`src/rtl/dmacnt_pkg.sv`:
```
package dmacnt_pkg;
  typedef struct packed {
    logic loadLive;
    logic zeroLive;
    logic runXfer;
    logic phaseMode;
  } ctlStrobe_t;
endpackage

```
`src/rtl/dma_xfer_counter_dp.sv`:
```
module dma_xfer_counter_dp
  import dmacnt_pkg::*;
#(
  parameter int CNT_BYTES = 3,
  parameter logic [7:0] CHIP_ID = 8'hA2,
  parameter int CMD_LIMIT = 32,
  parameter int ZERO_LEN = 65536,
  parameter int ADDR_W = 2
) (
  input  logic clk,
  input  logic rstN,
  input  logic regWrEn,
  input  logic [ADDR_W-1:0] regWrAddr,
  input  logic [7:0] regWrData,
  input  logic [ADDR_W-1:0] regRdAddr,
  input  logic idWritten,
  input  ctlStrobe_t strobe,
  input  logic signed [CNT_BYTES*8:0] pendSize,
  output logic [7:0] regRdData,
  output logic [CNT_BYTES*8:0] xferLen
);
  localparam int CNT_W = CNT_BYTES * 8;
  localparam int HI_IDX = CNT_BYTES - 1;

  logic [CNT_W-1:0] shadowQ;
  logic [CNT_W-1:0] liveQ;
  logic [7:0] liveBytes [CNT_BYTES];
  logic [CNT_W:0] xferLenQ;

  // shadow bytes: host writes land here only
  always_ff @(posedge clk) begin
    if (!rstN) begin
      shadowQ <= '0;
    end else if (regWrEn) begin
      for (int b = 0; b < CNT_BYTES; b++) begin
        if (regWrAddr == ADDR_W'(b)) shadowQ[b*8 +: 8] <= regWrData;
      end
    end
  end

  // live counter: completion zeroes it, a DMA command reloads it
  always_ff @(posedge clk) begin
    if (!rstN) liveQ <= '0;
    else if (strobe.zeroLive) liveQ <= '0;
    else if (strobe.loadLive) liveQ <= shadowQ;
  end

  for (genvar g = 0; g < CNT_BYTES; g++) begin : g_bytes
    assign liveBytes[g] = liveQ[g*8 +: 8];
  end

  always_comb begin
    regRdData = '0;
    for (int b = 0; b < CNT_BYTES; b++) begin
      if (regRdAddr == ADDR_W'(b)) regRdData = liveBytes[b];
    end
    if (regRdAddr == ADDR_W'(HI_IDX) && !idWritten) regRdData = CHIP_ID;
  end

  // effective length
  logic [CNT_W:0] absPend, cntEff, bound, lenNext;
  always_comb begin
    absPend = pendSize[CNT_W] ? unsigned'(-pendSize) : unsigned'(pendSize);
    cntEff  = (liveQ == '0) ? (CNT_W+1)'(ZERO_LEN) : {1'b0, liveQ};
    bound   = strobe.phaseMode ? (CNT_W+1)'(CMD_LIMIT) : absPend;
    lenNext = (cntEff < bound) ? cntEff : bound;
  end

  always_ff @(posedge clk) begin
    if (!rstN) xferLenQ <= '0;
    else if (strobe.runXfer) xferLenQ <= lenNext;
  end

  assign xferLen = xferLenQ;

  p_zero_on_done_r9: assert property (@(posedge clk) disable iff (!rstN)
    strobe.zeroLive |=> (liveQ == '0));
  p_load_from_shadow_r3: assert property (@(posedge clk) disable iff (!rstN)
    (strobe.loadLive && !strobe.zeroLive) |=> (liveQ == $past(shadowQ)));
  p_phase_limit_r8: assert property (@(posedge clk) disable iff (!rstN)
    (strobe.runXfer && strobe.phaseMode) |=> (xferLenQ <= (CNT_W+1)'(CMD_LIMIT)));
  p_len_nonzero_count_r7: assert property (@(posedge clk) disable iff (!rstN)
    (strobe.runXfer && !strobe.phaseMode && liveQ == '0 && absPend >= (CNT_W+1)'(ZERO_LEN))
    |=> (xferLenQ == (CNT_W+1)'(ZERO_LEN)));
endmodule

```
`src/rtl/dma_xfer_counter_ctrl.sv`:
```
module dma_xfer_counter_ctrl
  import dmacnt_pkg::*;
#(
  parameter int CNT_BYTES = 3,
  parameter int ADDR_W = 2
) (
  input  logic clk,
  input  logic rstN,
  input  logic regWrEn,
  input  logic [ADDR_W-1:0] regWrAddr,
  input  logic cmdStrobe,
  input  logic cmdDma,
  input  logic cmdXfer,
  input  logic cmdPhase,
  input  logic dmaEnable,
  input  logic dmaDone,
  output ctlStrobe_t strobe,
  output logic idWritten,
  output logic tcFlag,
  output logic xferStart,
  output logic busSvc
);
  localparam int HI_IDX = CNT_BYTES - 1;

  logic pendQ, pendPhaseQ, tcQ, idWrittenQ, xferStartQ, busSvcQ;
  logic cntWrite, runXfer;

  assign cntWrite = regWrEn && (regWrAddr < ADDR_W'(CNT_BYTES));
  assign runXfer  = pendQ && dmaEnable;

  always_comb begin
    strobe.loadLive  = cmdStrobe && cmdDma;
    strobe.zeroLive  = dmaDone;
    strobe.runXfer   = runXfer;
    strobe.phaseMode = pendPhaseQ;
  end

  always_ff @(posedge clk) begin
    if (!rstN) begin
      pendQ      <= 1'b0;
      pendPhaseQ <= 1'b0;
      tcQ        <= 1'b0;
      idWrittenQ <= 1'b0;
      xferStartQ <= 1'b0;
      busSvcQ    <= 1'b0;
    end else begin
      if (cmdStrobe) begin
        pendQ      <= cmdDma && cmdXfer;
        pendPhaseQ <= cmdPhase;
      end else if (runXfer) begin
        pendQ <= 1'b0;
      end
      if (dmaDone) tcQ <= 1'b1;
      else if (cntWrite || runXfer) tcQ <= 1'b0;
      if (regWrEn && regWrAddr == ADDR_W'(HI_IDX)) idWrittenQ <= 1'b1;
      xferStartQ <= runXfer;
      busSvcQ    <= dmaDone;
    end
  end

  assign idWritten = idWrittenQ;
  assign tcFlag    = tcQ;
  assign xferStart = xferStartQ;
  assign busSvc    = busSvcQ;

  p_tc_set_on_done_r9: assert property (@(posedge clk) disable iff (!rstN)
    dmaDone |=> (tcQ && busSvcQ));
  p_write_clears_tc_r5: assert property (@(posedge clk) disable iff (!rstN)
    (cntWrite && !dmaDone) |=> !tcQ);
  p_start_clears_tc_r6: assert property (@(posedge clk) disable iff (!rstN)
    (xferStartQ && !$past(dmaDone)) |-> !tcQ);
  p_held_while_disabled_r10: assert property (@(posedge clk) disable iff (!rstN)
    !dmaEnable |=> !xferStartQ);
  p_id_flag_sticky_r4: assert property (@(posedge clk) disable iff (!rstN)
    idWrittenQ |=> idWrittenQ);
endmodule

```
`src/rtl/dma_xfer_counter.sv`:
```
module dma_xfer_counter
  import dmacnt_pkg::*;
#(
  parameter int CNT_BYTES = 3,
  parameter logic [7:0] CHIP_ID = 8'hA2,
  parameter int CMD_LIMIT = 32,
  parameter int ZERO_LEN = 65536,
  localparam int ADDR_W = $clog2(CNT_BYTES + 1),
  localparam int CNT_W = CNT_BYTES * 8
) (
  input  logic clk,
  input  logic rstN,
  input  logic regWrEn,
  input  logic [ADDR_W-1:0] regWrAddr,
  input  logic [7:0] regWrData,
  input  logic [ADDR_W-1:0] regRdAddr,
  output logic [7:0] regRdData,
  input  logic cmdStrobe,
  input  logic cmdDma,
  input  logic cmdXfer,
  input  logic cmdPhase,
  input  logic signed [CNT_W:0] pendSize,
  input  logic dmaEnable,
  input  logic dmaDone,
  output logic xferStart,
  output logic [CNT_W:0] xferLen,
  output logic tcFlag,
  output logic busSvc
);
  ctlStrobe_t strobe;
  logic idWritten;

  dma_xfer_counter_ctrl #(.CNT_BYTES(CNT_BYTES), .ADDR_W(ADDR_W)) ctrl_i (
    .clk(clk), .rstN(rstN), .regWrEn(regWrEn), .regWrAddr(regWrAddr),
    .cmdStrobe(cmdStrobe), .cmdDma(cmdDma), .cmdXfer(cmdXfer), .cmdPhase(cmdPhase),
    .dmaEnable(dmaEnable), .dmaDone(dmaDone), .strobe(strobe), .idWritten(idWritten),
    .tcFlag(tcFlag), .xferStart(xferStart), .busSvc(busSvc)
  );

  dma_xfer_counter_dp #(.CNT_BYTES(CNT_BYTES), .CHIP_ID(CHIP_ID), .CMD_LIMIT(CMD_LIMIT),
                        .ZERO_LEN(ZERO_LEN), .ADDR_W(ADDR_W)) dp_i (
    .clk(clk), .rstN(rstN), .regWrEn(regWrEn), .regWrAddr(regWrAddr),
    .regWrData(regWrData), .regRdAddr(regRdAddr), .idWritten(idWritten),
    .strobe(strobe), .pendSize(pendSize), .regRdData(regRdData), .xferLen(xferLen)
  );
endmodule

```
`config.mk`:
```
export PLATFORM = sky130hd
export DESIGN_NAME = dma_xfer_counter
export DESIGN_NICKNAME = d
export VERILOG_FILES = /design/src/rtl/dmacnt_pkg.sv /design/src/rtl/dma_xfer_counter_dp.sv /design/src/rtl/dma_xfer_counter_ctrl.sv /design/src/rtl/dma_xfer_counter.sv
export SDC_FILE = /design/constraint.sdc
export NUM_CORES = 1
export LEC_CHECK = 0
export ABC_CLOCK_PERIOD_IN_PS = 7400
export BUFFER_PORTS_ARGS = -buffer_cell sky130_fd_sc_hd__buf_2
export CORE_MARGIN = 1.5
export CORE_UTILIZATION = 40
export DETAILED_ROUTE_END_ITERATION = 8
export SLEW_MARGIN = 20
export SYNTH_ARGS = -nofsm -noshare
export SYNTH_HDL_FRONTEND = slang
export SYNTH_SLANG_ARGS = --single-unit
```
`constraint.sdc`:
```
create_clock -name clk -period 7.4 [get_ports clk]
set_clock_uncertainty 0.15 [all_clocks]
set_input_delay 0.37 -clock clk [delete_from_list [all_inputs] [get_ports clk]]
set_output_delay 0.37 -clock clk [all_outputs]
set_load 0.005 [all_outputs]
```
==> metrics.yaml, run 1 <==
logic_synthesis:
  synth_most_common_cell: "nand2_1"
  synth_warnings: 0
  synth.area.top_cells: "dfxtp_1 (34%), nand2_1 (6.9%), ha_1 (6.5%)"
  synthMuxAreaShare_pct: 5.90
  synth_ff_type: "dfxtp_1"
  syn_area_per_cell_um2: 7.88
  synth_top_family_by_area: "simple AND/OR/NAND/NOR gates"
  netlist_area_um2: 4600
  ys_ff_latch: 79
  synth_top_area_share_pct: 34.4
  synthCells: 584
  yosys.area.top_type: "dfxtp_1"
  synth_xor_area_share_pct: 3.81
  synth_cell_type_count: 51
  async_flop_share_pct: 0
  synth_commonest_cells: "nand2_1 (85), dfxtp_1 (79), clkbuf_1 (58)"
  synth_enable_flop_cells: 0
  synth-adder-area-share_pct: 6.53
  synth_simple_gate_area_share_pct: 23.0
  seq_area_frac_synth_pct: 34.4
  synth_compound_area_share_pct: 20.6
  syn_nets: 654
sta:
  hold_viol_final: 0
  rsz0062_at_grt: "false"
  tns_ps: 0
  max_freq_mhz: 219
  worst_slack_ps: 2830
  worst_slew_pin_slew_ps: 1020
  setup_viol_count_final: 0
  drv_slew: 0
  slew_headroom_pct: 32.0
  period_share_pct: 61.8
  period_minus_slack_ps: 4570
layout:
  area_growth_pct: 13.7
  diodes: 0
  final_nets: 687
  nFillCells: 1112
  multi_input_area_um2: 2760
  final_util_pct: 47.4
  drive_gt1_share_pct: 18.0
  layout.cells.non_filler: 761
  seq_area_um2: 1580
global_route:
  grt.total_usage_pct: 23.4
  grt_max_degree: 40
  grt_pass1_vias: 4071
  met2_usage_pct: 39.0
  grt_pass1_wl_um: 21200
  groute.layer.met1.usage_pct: 29.9
  top_usage_layer: "met2"
  antenna_found_initial: 0
  grtUsageMet3_pct: 4.06
  grt.overflow.total: 0
cts:
  clock_latency_ps: 340
  cts_tree: "yes"
  numClockSinks: 79
  cts_resized: 0
  cts-hold-fix-buffers: 0
  clock_path_buffers: 2
  cts_setup_buffers: 0
  cts_buffers: 9
  htree_levels: 3
  cts.clk_slew.worst_paths_ps: 60
  cts_root_buf: "clkbuf_16"
power_and_ir_drop:
  ir_drop_uv: 125
  p_leak_nw: 2.16
  p_per_area_nw_per_um2: 188
  p_total_w: 0.000983
routing:
  wirelength_um: 13700
  wl_per_cell_um: 17.9
  vias_per_cell: 5.74
  vias: 4367
  antenna_left: 0
  drc: 0
  firstDrtPassIters: 5
  drt-initial-drc-count: 217
worst_setup_path:
  r2r_start: "ctrl_i.pendPhaseQ$_SDFFE_PN0P_"
  critical_path_class: "in2reg"
  cp.arrival_ps: 4680
  startpoint: "pendSize[12]"
  reg2reg_slack_ps: 3140
  worst-path-max-fanout: 34
  startpoint_type: "input port"
  reg2regPathDepth: 9
  cp.required_ps: 7510
  rr_endpoint: "dp_i.xferLen[0]$_SDFFE_PN0P_"
  worstSetupEndpoint: "dp_i.xferLen[0]$_SDFFE_PN0P_"
  crit_path_end_kind: "flip-flop"
run:
  maxCapViolations: 0
min_path:
  hold_class: "in2reg"
  hold_depth: 2
floorplan:
  start_util_pct: 41.7
  die_x_um: 110
  coreArea_um2: 11000
  ios: 82
  die_h_um: 110
  fp.dieArea_um2: 12200
  fp-row-count: 38
place:
  gp_congestion: 0.880
  pre_cts_slack_ps: 2480
  port_buffers: 81
  dp_hpwl_um: 10000
  dp_cells: 746
status:
  status: "finished, final reports clean"
report_power, final:
| group | switching (W) | leakage (nW) | internal, W |
|---|---|---|---|
| combinational | 0.0000789 | 1.39 | 0.0000512 |
| clock | 0.000174 | 0.132 | 0.000236 |
| sequential | 0.00000762 | 0.640 | 0.000435 |
| total | 0.000261 | 2.16 | 0.000722 |
cell families after synthesis:
kind of cell	after synthesis
and+or+nand+nor	215
AOI/OAI and AO/OA	151
DFF	79
buffers and inverters	68
muxes	27
adders and majority gates	24
xor gates and xnor gates	20
flip-flops by register name (all words and copies together), names as in the netlist:
register / cells
ctrl_i.pendPhaseQ: 1
ctrl_i.idWritten: 1
dp_i.xferLen: 25
ctrl_i.xferStart: 1
ctrl_i.busSvc: 1
dp_i.shadowQ: 24
ctrl_i.pendQ: 1
ctrl_i.tcFlag: 1
dp_i.liveQ: 24
worst min path at each step:
stage                                       from                          to  slack (ps)
floorplan           dp_i.shadowQ[0]$_SDFFE_PN0P_  dp_i.liveQ[0]$_SDFFE_PP0P_         280
CTS                                      dmaDone    ctrl_i.busSvc$_SDFF_PN0_         100
global route                             cmdXfer   ctrl_i.pendQ$_SDFFE_PN0P_         130
global placement    dp_i.shadowQ[9]$_SDFFE_PN0P_  dp_i.liveQ[9]$_SDFFE_PP0P_         290
finish                                   dmaDone    ctrl_i.busSvc$_SDFF_PN0_         100
detailed placement  dp_i.shadowQ[9]$_SDFFE_PN0P_  dp_i.liveQ[9]$_SDFFE_PP0P_         290
cell usage in the layout (no fill, tap or decap), types with 10 or more instances in the layout:
master / instances
nor2_1: 42
nor4_1: 10
o21ai_0: 51
nand2_1: 85
ha_1: 24
or4_1: 10
mux2i_1: 26
buf_2: 81
a31oi_1: 21
dfxtp_1: 79
a21oi_1: 33
xnor2_1: 13
per-stage QoR:
stage / area [um2] / hold slack, ps
after floorplan: 4600 / 281
after global placement: 4960 / 286
after detailed placement: 4960 / 294
after CTS: 5230 / 99.4
after global routing: 5230 / 131
final: 5230 / 104
cell type report:
class / instances / area share (%)
clock buffer: 11 / 4.64
clock inverter: 4 / 0.574
inverter: 7 / 0.502
multi-input combinational: 437 / 52.7
sequential: 79 / 30.2
tap: 140 / 3.35
timing repair buffer: 83 / 8.04
layer usage:
| layer | vias up | routed length, um |
|---|---|---|
| met2 | 136 | 6570 |
| li1 | 2135 | - |
| met4 | 0 | 393 |
| met3 | 28 | 852 |
| met1 | 2068 | 5830 |
| met5 | - | 0 |
worst max-delay path: stages:
cell and delay, ps:
buf_2 110, or4_1 630, or4_4 560, o31ai_1 290, xor2_1 110, or2_1 230
ha_1 310, a21o_1 190, a21o_1 170, a221oi_1 250, and3_1 860, mux2_2 410
a211oi_1 200
Power figures use the tool's default switching activity.
==> inputs of run 2 (changes only) <==
ABC_CLOCK_PERIOD_IN_PS = 3700   (was 7400)
clock period = 3.7 ns   (was 7.4 ns; I/O delays follow)
==> metrics.yaml, run 2 (same netlist as run 1, synthesis figures left out) <==
sta:
  worst_slew_pin_slew_ps: 998
  tns_ps: -727
  max_freq_mhz: 261
  period_share_pct: 104
  setup_viol_count_final: 9
  period_minus_slack_ps: 3840
  slew_headroom_pct: 33.4
  hold_viol_final: 0
  rsz0062_at_grt: "true"
  worst_slack_ps: -137
  drv_slew: 0
floorplan:
  fp.dieArea_um2: 12200
  fp-row-count: 38
  coreArea_um2: 11000
  die_x_um: 110
  start_util_pct: 41.7
  die_h_um: 110
  ios: 82
worst_setup_path:
  reg2reg_slack_ps: 390
  path_delay_family: "simple AND/OR/NAND/NOR gates"
  rr_endpoint: "dp_i.xferLen[19]$_SDFFE_PN0P_"
  cpPeakStageDelay_ps: 580
  crit_top_cell: "or4_4"
  startpoint_type: "input port"
  slowest_stage: "or4_4"
  crit_path_end_kind: "flip-flop"
  path_buf_inv: 2
  critical_path_class: "in2reg"
  cp.depth: 14
  r2r_start: "dp_i.liveQ[0]$_SDFFE_PP0P_"
  cp.required_ps: 3810
  worst-path-max-fanout: 6
  reg2regPathDepth: 11
  cp.arrival_ps: 3950
  crit_chain: "buf_6 -> or4_4 -> or4_4 -> o31ai_4 -> xor2_1 -> or2_1 -> ha_4 -> nand4_1 -> nor4_4 -> buf_4 -> o311ai_4 -> and3_4 -> or4_1 -> a31oi_1"
layout:
  design_area_um2: 6350
  drive_gt1_share_pct: 31.9
  diodes: 0
  final_nets: 780
  final_cell_mix: "nand2_1 (84), dfxtp_1 (79), buf_2 (77), buf_4 (76), o21ai_0 (45)"
  final_common_cell: "nand2_1"
  area_growth_pct: 38.0
  largest_reg_flops: 25
global_route:
  grt_max_degree: 40
  grt_pass1_wl_um: 23600
  antenna_found_initial: 0
  grt_pass1_vias: 4515
  grt.total_usage_pct: 26.3
  grt.overflow.total: 0
min_path:
  min_to: "ctrl_i.pendQ$_SDFFE_PN0P_"
  hold_class: "in2reg"
  hp-start: "dmaEnable"
  hold_depth: 4
status:
  status: "finished with violations"
  violations: "negative setup slack"
routing:
  vias_per_cell: 5.60
  vias: 4790
  wl_per_cell_um: 18.0
  drt-initial-drc-count: 313
  firstDrtPassIters: 5
  antenna_left: 0
  wirelength_um: 15400
  drc: 0
place:
  dp_hpwl_um: 11200
  pre_cts_slack_ps: -522
  place_area_um2: 5590
  gp_congestion: 0.917
  port_buffers: 81
run:
  maxCapViolations: 0
cts:
  cts_buffers: 9
  numClockSinks: 79
  clock_latency_ps: 350
  cts_tree: "yes"
  cts_root_buf: "clkbuf_16"
  clock_path_buffers: 2
  htree_levels: 3
  cts.clk_slew.worst_paths_ps: 60
power_and_ir_drop:
  p_total_w: 0.00218
  p_per_area_nw_per_um2: 343
  p_leak_nw: 2.70
  ir_drop_uv: 387
[run 2: cell count changes in the layout (fill, tap and decap cells not counted), moves of 3 or more]
cell and delta:
buf_4 +74, dlygate4sd3_1 +11, buf_6 +9, o21ai_0 -6, o31ai_1 -5, and3_4 +4, buf_2 -4, ha_1 -4
ha_4 +4, o21ai_2 +4, o31ai_4 +3
[run 2: report_power, final]
part | switching (W) | internal [W] | total, W
Clock | 0.000362 | 0.000564 | 0.000926
Combinational | 0.000198 | 0.000172 | 0.000370
Sequential | 0.0000116 | 0.000870 | 0.000881
Total | 0.000572 | 0.00161 | 0.00218
[run 2: stage by stage]
step | utilization (%) | hold WS [ps] | cells
6_report | 57.6 | 27.9 | 855
3_5_place_dp | 50.6 | 269 | 816
3_3_place_gp | 50.6 | 266 | 816
5_1_grt | 57.6 | 62.7 | 855
4_1_cts | 55.9 | 10.2 | 849
2_1_floorplan | - | 153 | 584
[run 2: worst max-delay path by stage]
stage / startpoint / endpoint / slack (ps)
4_1_cts: pendSize[17] / dp_i.xferLen[19]$_SDFFE_PN0P_ / -80
5_1_grt: pendSize[15] / dp_i.xferLen[19]$_SDFFE_PN0P_ / -250
3_5_place_dp: pendSize[12] / dp_i.xferLen[3]$_SDFFE_PN0P_ / -520
3_3_place_gp: pendSize[5] / dp_i.xferLen[3]$_SDFFE_PN0P_ / -380
6_report: pendSize[14] / dp_i.xferLen[19]$_SDFFE_PN0P_ / -140
2_1_floorplan: pendSize[5] / dp_i.xferLen[5]$_SDFFE_PN0P_ / -100
[run 2: layout make-up]
class,count,area [um2]
fillers,1032,4680
multi-input cells,440,3090
flip-flops and latches,79,1580
clock inverters,5,62.6
clock buffers,11,253
inverters,7,26.3
repair buffers,173,1170
well taps,140,175
[run 2: routing by layer]
layer	GRT usage, %	routed length [um]	up-vias
li1	-	-	2330
met1	34.8	6790	2283
met3	7.05	865	24
met2	41.7	7420	153
met5	0	0	-
met4	8.06	310	0
[run 2: worst min-delay path, delay by kind of cell]
kind	cells	cell delay, ps
compound gates	1	110
buf+inv	1	100
simple gates	2	90
[run 2: repair_timing]
action                                  in CTS  in global routing
resized for setup                           15                 32
endpoints found under the hold margin       27                  0
pin swaps                                   16                 19
gates cloned                                 2                  1
endpoints found under the setup margin      15                 24
hold buffers                                11                  0
setup buffers                                4                  6
